### src/rtl/pwm_xfer_pkg.sv
package pwm_xfer_pkg;

  // Strobes passed from control to datapath in one cycle.
  typedef struct packed {
    logic loadShift;  // copy both buffers into the shift register
    logic wrBuf0;     // capture bufData into buffer 0
    logic wrBuf1;     // capture bufData into buffer 1
  } xferStrobe_t;

endpackage

### src/rtl/pwm_xfer_ctrl.sv
module pwm_xfer_ctrl
  import pwm_xfer_pkg::*;
#(
  parameter int NUM_ONESHOT = 3
) (
  input  logic                   clk,
  input  logic                   rstN,
  input  logic                   timerUnderflow,
  input  logic                   swTrigWrite,
  input  logic                   swTrigData,
  input  logic                   carrierWrite,
  input  logic                   carrierTrigEn,
  input  logic                   buf0Write,
  input  logic                   buf1Write,
  input  logic                   modeWrite,
  input  logic                   modeData,
  input  logic                   timersIdle,
  input  logic [NUM_ONESHOT-1:0] oneShot,
  output logic                   modeSaw,
  output logic                   deadTrig,
  output xferStrobe_t            strobe
);

  logic                   xferTrig;
  logic                   armed;
  logic                   bufWrite;
  logic                   loadNow;
  logic [NUM_ONESHOT-1:0] shotPrev;
  logic [NUM_ONESHOT-1:0] shotFall;
  logic                   anyFall;

  // All trigger sources collapse into one level for this cycle.
  assign xferTrig = timerUnderflow
                  | (swTrigWrite & swTrigData)
                  | (carrierWrite & carrierTrigEn);

  assign bufWrite = buf0Write | buf1Write;
  assign loadNow  = xferTrig & (modeSaw | armed);

  // Per-input falling-edge detectors.
  for (genvar g = 0; g < NUM_ONESHOT; g++) begin : g_fall
    assign shotFall[g] = shotPrev[g] & ~oneShot[g];
  end
  assign anyFall = |shotFall;

  always_comb begin
    strobe           = '0;
    strobe.loadShift = loadNow;
    strobe.wrBuf0    = buf0Write;
    strobe.wrBuf1    = buf1Write;
  end

  always_ff @(posedge clk or negedge rstN) begin
    if (!rstN) begin
      armed    <= 1'b0;
      modeSaw  <= 1'b0;
      shotPrev <= '0;
      deadTrig <= 1'b0;
    end else begin
      // A write re-arms even when it coincides with the transfer it follows.
      if (bufWrite)     armed <= 1'b1;
      else if (loadNow) armed <= 1'b0;
      if (modeWrite && timersIdle) modeSaw <= modeData;
      shotPrev <= oneShot;
      deadTrig <= anyFall | (modeSaw & xferTrig);
    end
  end

  // without an accepted mode write the mode holds.
  a_r9_mode_hold: assert property (@(posedge clk) disable iff (!rstN)
    !(modeWrite && timersIdle) |=> $stable(modeSaw));

  // a triangular transfer without a write in its cycle is not followed by another.
  a_r4_tri_once: assert property (@(posedge clk) disable iff (!rstN)
    (strobe.loadShift && !modeSaw && !bufWrite) |=> !strobe.loadShift);

  // in triangular mode the dead-time pulse stems from a one-shot edge only.
  a_r7_tri_dead: assert property (@(posedge clk) disable iff (!rstN)
    (!modeSaw && !anyFall) |=> !deadTrig);

  // in sawtooth mode an underflow always starts the dead-time timer.
  a_r8_saw_dead: assert property (@(posedge clk) disable iff (!rstN)
    (modeSaw && timerUnderflow) |=> deadTrig);

endmodule

### src/rtl/pwm_xfer_datapath.sv
module pwm_xfer_datapath
  import pwm_xfer_pkg::*;
#(
  parameter int PHASES = 6,
  localparam int PAT_W = 2 * PHASES
) (
  input  logic              clk,
  input  logic              rstN,
  input  xferStrobe_t       strobe,
  input  logic [PHASES-1:0] bufData,
  output logic              shiftLoad,
  output logic [PAT_W-1:0]  shiftPattern
);

  logic [PHASES-1:0] buf0;
  logic [PHASES-1:0] buf1;

  always_ff @(posedge clk or negedge rstN) begin
    if (!rstN) begin
      buf0         <= '0;
      buf1         <= '0;
      shiftLoad    <= 1'b0;
      shiftPattern <= '0;
    end else begin
      if (strobe.wrBuf0) buf0 <= bufData;
      if (strobe.wrBuf1) buf1 <= bufData;
      shiftLoad <= strobe.loadShift;
      if (strobe.loadShift) shiftPattern <= {buf1, buf0};
    end
  end

  // without a load the pattern is held.
  a_r6_pattern_hold: assert property (@(posedge clk) disable iff (!rstN)
    !strobe.loadShift |=> $stable(shiftPattern));

  // a load places buffer 0 in the low half.
  a_r6_low_half: assert property (@(posedge clk) disable iff (!rstN)
    strobe.loadShift |=> shiftPattern[PHASES-1:0] == $past(buf0));

endmodule

### src/rtl/pwm_xfer_trigger.sv
module pwm_xfer_trigger
  import pwm_xfer_pkg::*;
#(
  parameter int PHASES      = 6,
  parameter int NUM_ONESHOT = 3
) (
  input  logic                   clk,
  input  logic                   rstN,
  input  logic                   timerUnderflow,
  input  logic                   swTrigWrite,
  input  logic                   swTrigData,
  output logic                   swTrigRead,
  input  logic                   carrierWrite,
  input  logic                   carrierTrigEn,
  input  logic                   buf0Write,
  input  logic                   buf1Write,
  input  logic [PHASES-1:0]      bufData,
  input  logic                   modeWrite,
  input  logic                   modeData,
  input  logic                   timersIdle,
  input  logic [NUM_ONESHOT-1:0] oneShot,
  output logic                   modeSaw,
  output logic                   shiftLoad,
  output logic [2*PHASES-1:0]    shiftPattern,
  output logic                   deadTrig
);

  xferStrobe_t strobe;

  // The trigger bit is write-only.
  assign swTrigRead = 1'b0;

  pwm_xfer_ctrl #(.NUM_ONESHOT(NUM_ONESHOT)) i_ctrl (
    .clk            (clk),
    .rstN           (rstN),
    .timerUnderflow (timerUnderflow),
    .swTrigWrite    (swTrigWrite),
    .swTrigData     (swTrigData),
    .carrierWrite   (carrierWrite),
    .carrierTrigEn  (carrierTrigEn),
    .buf0Write      (buf0Write),
    .buf1Write      (buf1Write),
    .modeWrite      (modeWrite),
    .modeData       (modeData),
    .timersIdle     (timersIdle),
    .oneShot        (oneShot),
    .modeSaw        (modeSaw),
    .deadTrig       (deadTrig),
    .strobe         (strobe)
  );

  pwm_xfer_datapath #(.PHASES(PHASES)) i_dp (
    .clk          (clk),
    .rstN         (rstN),
    .strobe       (strobe),
    .bufData      (bufData),
    .shiftLoad    (shiftLoad),
    .shiftPattern (shiftPattern)
  );

  // in sawtooth mode an underflow always loads the shift register.
  a_r5_saw_load: assert property (@(posedge clk) disable iff (!rstN)
    (modeSaw && timerUnderflow) |=> shiftLoad);

  // a load pulse is preceded by a trigger cause in the previous cycle.
  a_r11_load_cause: assert property (@(posedge clk) disable iff (!rstN)
    shiftLoad |-> $past(timerUnderflow || (swTrigWrite && swTrigData)
                        || (carrierWrite && carrierTrigEn)));

endmodule

### config.mk
export PLATFORM = sky130hd
export DESIGN_NAME = pwm_xfer_trigger
export DESIGN_NICKNAME = d
export VERILOG_FILES = /design/src/rtl/pwm_xfer_pkg.sv /design/src/rtl/pwm_xfer_ctrl.sv /design/src/rtl/pwm_xfer_datapath.sv /design/src/rtl/pwm_xfer_trigger.sv
export SDC_FILE = /design/constraint.sdc
export NUM_CORES = 1
export LEC_CHECK = 0
export BUFFER_PORTS_ARGS = -buffer_cell sky130_fd_sc_hd__clkbuf_2
export CAP_MARGIN = 15
export CORE_ASPECT_RATIO = 1.2
export CORE_MARGIN = 2
export CORE_UTILIZATION = 35
export DETAILED_ROUTE_END_ITERATION = 7
export PLACE_DENSITY = 0.62
export SYNTH_ARGS = -nofsm -noshare
export SYNTH_HDL_FRONTEND = slang
export SYNTH_HIERARCHICAL = 1
export SYNTH_SLANG_ARGS = --single-unit
### constraint.sdc
create_clock -name clk -period 1.2 [get_ports clk]
set_input_delay 0.12 -clock clk [delete_from_list [all_inputs] [get_ports clk]]
set_output_delay 0.12 -clock clk [all_outputs]
set_load 0.01 [all_outputs]
Yosys cells after proc, flatten, opt, wreduce, memory -nomap -nowiden
Index checks and enable logic that the tools add are counted.
{"block": "op_classes", "n_addsub": 0, "multipliers": 0, "div": 0, "n_lt_le_gt_ge": 0, "n_eq_ne": 0, "shift": 0, "mux": 2, "bitwise": 15, "reduce_logical": 3}
{"cell": "$and A1 B1 Y1", "count": 7}
{"cell": "$or A1 B1 Y1", "count": 5}
{"cell": "$not A1 Y1", "count": 3}
{"cell": "$reduce_or A3 Y1", "count": 1}
{"cell": "$mux W1", "count": 2}
{"cell": "$reduce_bool A2 Y1", "count": 1}
{"cell": "$logic_and A1 B1 Y1", "count": 1}
{"block": "word_totals", "reg_bits": 31, "latch_bits": 0, "ramBits": 0, "rom_bits": 0, "in_bits": 21, "output_inout_bits": 16, "wordCells": 28, "n_memories": 0}

Logic depth before layout (Yosys ltp)
Gate-level depths: netlist of the first run.
{"block": "depth", "word_depth": 6, "ltp_mapped": 5, "mapped_depth_nobuf": 3}

Modules after synthesis
The synthesis of the first run kept the hierarchy.
{"module": "pwm_xfer_datapath", "n_inst": 1, "cells_per_inst": 52, "area_per_inst_um2": 954.7, "seq_area_each_um2": 625.6}
{"module": "pwm_xfer_ctrl", "n_inst": 1, "cells_per_inst": 20, "area_per_inst_um2": 250.2, "seq_area_each_um2": 150.1}
{"module": "pwm_xfer_trigger", "n_inst": 1, "cells_per_inst": 2, "area_per_inst_um2": 11.3, "seq_area_each_um2": 0.0}

Worst setup path before layout of the first run
OpenSTA, ideal clock, no wires.
{"block": "synth_path", "path_type": "register to register", "from": "register i_ctrl.modeSaw", "to": "register i_dp.shiftPattern[0]", "setup_ns": 0.125, "arrival_time_ns": 1.134, "path_slack_ns": -0.059, "stages_incl_launch_ff": 6, "path_buffers": 2, "period_less_slack_ns": 1.259, "path_cell_list": "dfrtp_1 -> nor2_1 -> nor2_1 -> buf_4 -> buf_6 -> mux2_4"}
{"block": "synth_via", "elab_chain_len": 2}
{"element": "start, declared", "line_no": "pwm_xfer_ctrl.sv:19", "rtl": "output logic modeSaw,"}
{"element": "start signal, assigned", "line_no": "pwm_xfer_ctrl.sv:63", "rtl": "if (modeWrite && timersIdle) modeSaw <= modeData;"}
{"element": "$or A1 B1 Y1", "line_no": "pwm_xfer_ctrl.sv:38", "rtl": "assign loadNow = xferTrig & (modeSaw | armed);"}
{"element": "$and A1 B1 Y1", "line_no": "pwm_xfer_ctrl.sv:38"}
{"element": "net i_ctrl.loadNow", "line_no": "pwm_xfer_ctrl.sv:27", "rtl": "logic loadNow;"}
{"element": "end signal, assigned", "line_no": "pwm_xfer_datapath.sv:28", "rtl": "if (strobe.loadShift) shiftPattern <= {buf1, buf0};"}
{"element": "end, declared", "line_no": "pwm_xfer_datapath.sv:12", "rtl": "output logic [PAT_W-1:0] shiftPattern"}
The timed path passes the listed nets, and every way through them passes these cells.
A chain may end at the register's enable or synchronous reset.

==> flow_summary.toml, run 1 <==
[global_route]
grt_pass1_wl_mm = 3.33
grt_overflow = 0
first_global_vias = 750
grt_max_degree = 32
track_usage = 0.117
antenna_found_initial = 0

[cells_and_area]
syn2layout_area_growth_pct = 29.5
final_util = 0.472
drive_gt1_frac = 0.617
nets = 140
diodes = 0

[synthesis]
synthTopCellsByArea = "dfrtp_1, mux2_2, mux2_4"
synth-seq-cells = 31
yosysMostFrequentCell = "dfrtp_1"
ys_warn_count = 6
syn_inst = 74
yosys-top-cells-count = "dfrtp_1, mux2_2, mux2_4, buf_4, nand2b_1"
synth_top_area_share = 0.638
synth-async-reset-ratio = 1.00
synth-edff-count = 0
syn-num-nets = 95
synth-main-ff-cell = "dfrtp_1"
ys_types = 14
syn_area_mm2 = 0.00122
synth_top_area_cell = "dfrtp_1"
ys_seq_area_frac = 0.638
syn_area_per_cell_um2 = 16.4

[pwr]
p_switching_w = 0.000602
seqPwrFrac = 0.484
vdd_drop_max_mv = 0.839
p_sw_frac = 0.235
pwr-share-comb = 0.175
power_w = 0.00257
power.density_mw_per_mm2 = 1630
p_leak_nw = 0.780
clockPowerShare = 0.341
intPower_w = 0.00196

[routing]
num_vias = 739
via_per_inst = 4.71
ant_nets = 0
drtIter0Drc = 11
totalWireLength_mm = 2.11
first_pass_iters = 3
drcViolationCount = 0
drt-wirelength-per-cell_um = 13.4

[run]
cap_violations = 0

[timing]
rsz0062_at_grt = "yes"
setup_viol = 0
tns_ps = 0
min_period_ps = 1180
fin_crit_sh = 0.985
layout_setup_ws_ps = 17.4
max_freq_mhz = 846
fin_skew_ps = 2.83
drv_slew = 0
hold_violations = 0

[placement]
post-place-ws_ps = -3.28
dp_hpwl_mm = 1.48
gp_congestion = 0.669
io_buffers = 35

[floorplan]
io_pins = 37
initial_core_util = 0.364
die_h_um = 68.6
core-area_mm2 = 0.00334
die_area_mm2 = 0.00396
rows = 23
fp.dieW_um = 57.8

[worst_hold_path]
hp-class = "in2reg"
holdPathStages = 2

[setup_path]
crit_fanout = 7
max_stage_delay_ps = 350
crit_top_cell = "nor2_1"
cp.arrival_ps = 1340
startpoint_type = "flop"
crit_slowest_cell = "dfrtp_1"
critical_path_class = "reg2reg"
path_cells = "nor2_1 -> nor2_1 -> buf_4 -> mux2_2"
r2r_cells = 4
end_kind = "flop"
required_ps = 1360

[clocking]
clock_latency_ps = 270
path_clk_slew_ps = 60
clk_path_buf_depth = 2
numCtsBuffers = 5
root_buffer = "clkbuf_8"
htreeDepth = 2
cts.sinks = 31
cts_tree = "yes"

[outcome]
outcome = "completed"
==> power groups by stage <==
stage | registers [W] | logic, W | clock network, W
2_1_floorplan | 0.00130 | 0.000221 | 0
3_3_place_gp | 0.00126 | 0.000423 | 0
3_5_place_dp | 0.00126 | 0.000435 | 0
4_1_cts | 0.00124 | 0.000447 | 0.000904
5_1_grt | 0.00126 | 0.000487 | 0.000952
6_report | 0.00124 | 0.000449 | 0.000874
==> area by class of cell <==
| type | count | area [um^2] |
|---|---|---|
| Tap cell | 37 | 46.3 |
| Timing Repair Buffer | 45 | 260 |
| Fill cell | 316 | 1760 |
| Clock buffer | 8 | 100 |
| Sequential cell | 31 | 776 |
| Inverter | 1 | 3.75 |
| Multi-Input combinational cell | 35 | 389 |
==> layout by cell type, fill, tap and decap left out, drive strengths merged <==
master | Yosys | routed
nor2 | 2 | 2
dfrtp | 31 | 31
buf | 7 | 6
inv | 1 | 1
conb | 1 | 1
clkbuf | 0 | 43
a211o | 1 | 1
o2111ai | 1 | 1
nand2 | 1 | 1
mux2 | 25 | 25
a221oi | 1 | 1
dlygate4sd3 | 0 | 4
nand2b | 3 | 3
==> worst paths after layout <==
kind                                               from                           endpoint  slack, ps
max                          i_ctrl/modeSaw$_DFFE_PN0P_  i_dp/shiftPattern[11]$_DFFE_PN0P_         20
min                                            modeData         i_ctrl/modeSaw$_DFFE_PN0P_         90
max reg2reg                  i_ctrl/modeSaw$_DFFE_PN0P_  i_dp/shiftPattern[11]$_DFFE_PN0P_         20
min reg2reg                i_ctrl/shotPrev[1]$_DFF_PN0_          i_ctrl/deadTrig$_DFF_PN0_        480
max in group asynchronous                          rstN          i_ctrl/deadTrig$_DFF_PN0_        520
min in group asynchronous                          rstN   i_dp/shiftPattern[9]$_DFFE_PN0P_        390
==> cells by family after synthesis <==
logic type,share of synthesized area
compound gates,0.0267
simple gates,0.0247
buf+inv,0.0453
other cells,0.00308
flops,0.638
mux,0.262
==> what timing repair did <==
item,in CTS,in global routing
endpoints found under the hold margin,34,0
hold buffers,4,0
gates resized for setup,0,1
buffers inserted,0,1
setup endpoints to repair,0,2
==> critical path: cells and delay by family (launching register included) <==
family                 cells  cell delay, ps
AND/OR/NAND/NOR            2             180
flip-flops                 1             350
buffers and inverters      1             200
multiplexers               1             340
==> layer usage <==
metal / wire length [um] / track usage / part of all wire
met4: 52 / 0.0872 / 0.025
met1: 923 / 0.133 / 0.44
met5: 0 / 0 / 0
met2: 995 / 0.180 / 0.47
met3: 137 / 0.0448 / 0.065
==> registers in the layout (all words and copies together), names as in the netlist <==
| name | flops |
|---|---|
| i_dp/buf0 | 6 |
| i_dp/shiftPattern | 12 |
| i_ctrl/deadTrig | 1 |
| i_dp/buf1 | 6 |
| i_ctrl/armed | 1 |
| i_ctrl/modeSaw | 1 |
| i_ctrl/shotPrev | 3 |
| i_dp/shiftLoad | 1 |
==> stage by stage <==
| step | hold slack [ps] | std cells | instance area, um^2 |
|---|---|---|---|
| 2_1_floorplan | -176 | 74 | 1220 |
| 3_3_place_gp | 146 | 144 | 1420 |
| 3_5_place_dp | 156 | 144 | 1420 |
| 4_1_cts | 82.4 | 156 | 1560 |
| 5_1_grt | 81.4 | 157 | 1580 |
| 6_report | 85.6 | 157 | 1580 |
Note: power is estimated with default switching activity, not from simulation.
==> run 2, diff against run 1 <==
Settings changed: ABC_AREA set to 1.
==> run 2 against run 1 <==
  * Register-to-register slack better by 50 ps
  * First-iteration DRC count increased by 82%
  * Total power fell by 11%
  * Routed wire length rose by 8.8%
  * Largest power group unchanged
  * Global-route usage increased by 2.0 points
  * Sequential power barely moved
  * Non-clock buffer count decreased by 1
  * Utilization is 0.80 points lower
  * Final cell count grew 39%
  * Synthesized area decreased by 0.72%
==> flow_summary.toml, run 2 <==
[outcome]
outcome = "completed"

[synthesis]
ys_types = 11
yosys-top-cells-count = "nand2_1, dfrtp_1, inv_1, buf_4, nor2_1"
synth_top_family_by_area = "simple AND/OR/NAND/NOR gates"
synth-main-ff-cell = "dfrtp_1"
ys_warn_count = 6
synthMuxAreaShare = 0
synthXorXnorAreaFrac = 0
synth_fa_ha_area_frac = 0
syn_area_per_cell_um2 = 8.81
synth_compound_area_frac = 0
syn_area_mm2 = 0.00121
synth-async-reset-ratio = 1.00
synth-edff-count = 0
synthTopCellsByArea = "dfrtp_1, nand2_1, buf_4"
synth-seq-cells = 31
ys_seq_area_frac = 0.642
syn_inst = 137
synth_top_area_share = 0.642
synth_top_area_cell = "dfrtp_1"
syn-num-nets = 158
yosysMostFrequentCell = "nand2_1"
synth-simple-area-share = 0.289

[setup_path]
critical_path_class = "reg2reg"
crit_top_cell = "nand2_1"
path_cells = "or2_0 -> nand2_1 -> inv_4 -> buf_4 -> nand2_1 -> nand2_1"
required_ps = 1360
max_stage_delay_ps = 380
end_kind = "flop"
crit_fanout = 8
startpoint = "i_ctrl/armed$_DFFE_PN0P_"
crit_slowest_cell = "dfrtp_1"
cp.arrival_ps = 1290
rr_startpoint = "i_ctrl/armed$_DFFE_PN0P_"
startpoint_type = "flop"

[global_route]
grt_max_degree = 32
grt_overflow = 0
grt_pass1_wl_mm = 3.97
first_global_vias = 983
track_usage = 0.137
antenna_found_initial = 0

[timing]
setup_viol = 0
tns_ps = 0
max_freq_mhz = 884
fin_skew_ps = 6.58
rsz0062_at_grt = "no"
drv_slew = 0
fin_crit_sh = 0.942
hold_violations = 0
min_period_ps = 1130
layout_setup_ws_ps = 69.4

[floorplan]
fp.dieW_um = 57.6
initial_core_util = 0.365
die_h_um = 68.3
rows = 23
io_pins = 37
core-area_mm2 = 0.00331
die_area_mm2 = 0.00394

[pwr]
vdd_drop_max_mv = 0.951
p_switching_w = 0.000586
seqPwrFrac = 0.534
power_w = 0.00229
power.density_mw_per_mm2 = 1490
clockPowerShare = 0.309
p_leak_nw = 0.896
intPower_w = 0.00170
pwr-share-comb = 0.157
p_sw_frac = 0.256

[cells_and_area]
diodes = 0
largest_reg_flops = 12
mostFrequentLayoutCells = "nand2_1, clkbuf_2, dfrtp_1"
largestRegisters = "i_dp/shiftPattern (12), i_dp/buf0 (6), i_dp/buf1 (6)"
fillers = 320
max_flop_register = "i_dp/shiftPattern"
layout_commonest_cell = "nand2_1"
nets = 203
syn2layout_area_growth_pct = 27.2
drive_gt1_frac = 0.260

[clocking]
cts.sinks = 31
root_buffer = "clkbuf_8"
clock_latency_ps = 270
clk_path_buf_depth = 2
cts_tree = "yes"
path_clk_slew_ps = 60
numCtsBuffers = 5
htreeDepth = 2

[routing]
num_vias = 947
drcViolationCount = 0
ant_nets = 0
drt-wirelength-per-cell_um = 10.5
via_per_inst = 4.34
totalWireLength_mm = 2.30
drtIter0Drc = 20
first_pass_iters = 4

[worst_hold_path]
hp-class = "in2reg"
hold_start = "modeData"

[placement]
gp_congestion = 0.776
post-place-ws_ps = 25.0
io_buffers = 35
dp_hpwl_mm = 1.75

[run]
cap_violations = 0
## run 2: cell count changes in the layout (fill, tap and decap cells not counted), moves of 2 or more
cell,delta
clkbuf_8,-2
inv_1,+5
inv_4,+2
mux2_2,-14
mux2_4,-11
nand2_1,+83
nand2b_1,-3
nand3_1,+2
## run 2: logic make-up after synthesis
group                  Yosys count
other                            1
AND/OR/NAND/NOR                 91
flip-flops                      31
buffers and inverters           14
## run 2: worst paths after layout
kind                                                    endpoint  slack, ps  cells after the start
worst min register to register  i_dp/shiftPattern[7]$_DFFE_PN0P_        470                      2
worst max register to register  i_dp/shiftPattern[3]$_DFFE_PN0P_         70                      6
worst max-delay path            i_dp/shiftPattern[3]$_DFFE_PN0P_         70                      6
max in group asynchronous       i_dp/shiftPattern[2]$_DFFE_PN0P_        520                      3
min in group asynchronous           i_ctrl/shotPrev[2]$_DFF_PN0_        390                      3
worst min-delay path                  i_ctrl/modeSaw$_DFFE_PN0P_         70                      3
## run 2: final cells by class
cell class              instances  area [um^2]  share of cell area
clock buffers                   6         72.6              0.0473
inverters                       8         35.0              0.0228
multi-input cells              92          353               0.230
flip-flops and latches         31          776               0.505
well taps                      37         46.3              0.0302
repair buffers                 44          253               0.165
## run 2: what timing repair did
action                                 CTS  global route
setup buffers                            0             2
endpoints found under the hold margin   34             0
hold buffers                             4             0
setup endpoints to repair                0            12
gates resized for setup                  0             3
## run 2: layer usage
layer  track usage  part of all wire  up-vias  wire length [um]
li1              -                 -      489                 -
met1         0.141              0.40      421               919
met2         0.240              0.50       32              1150
met3        0.0435             0.075        5               171
met4        0.0872             0.021        0                49
met5             0                 0        -                 0
## run 2: metrics by stage
step	hold WS, ps	cell area, um^2	util	cells
floorplan	-176	1210	-	137
global placement	145	1400	0.424	206
detailed placement	159	1400	0.424	206
CTS	69.8	1520	0.458	216
global route	85.5	1540	0.464	218
finish	73.6	1540	0.464	218
## run 2: power groups by stage
| stage | combinational (W) | clock [W] | sequential, W |
|---|---|---|---|
| 2_1_floorplan | 0.000157 | 0 | 0.00127 |
| 3_3_place_gp | 0.000336 | 0 | 0.00123 |
| 3_5_place_dp | 0.000346 | 0 | 0.00124 |
| 4_1_cts | 0.000356 | 0.000737 | 0.00122 |
| 5_1_grt | 0.000415 | 0.000769 | 0.00123 |
| 6_report | 0.000359 | 0.000707 | 0.00122 |
## run 2: worst max-delay path, delay by kind of cell (launching register included)
kind	cells	cell delay, ps
flip-flops	1	380
AND/OR/NAND/NOR	4	410
buffers and inverters	2	220
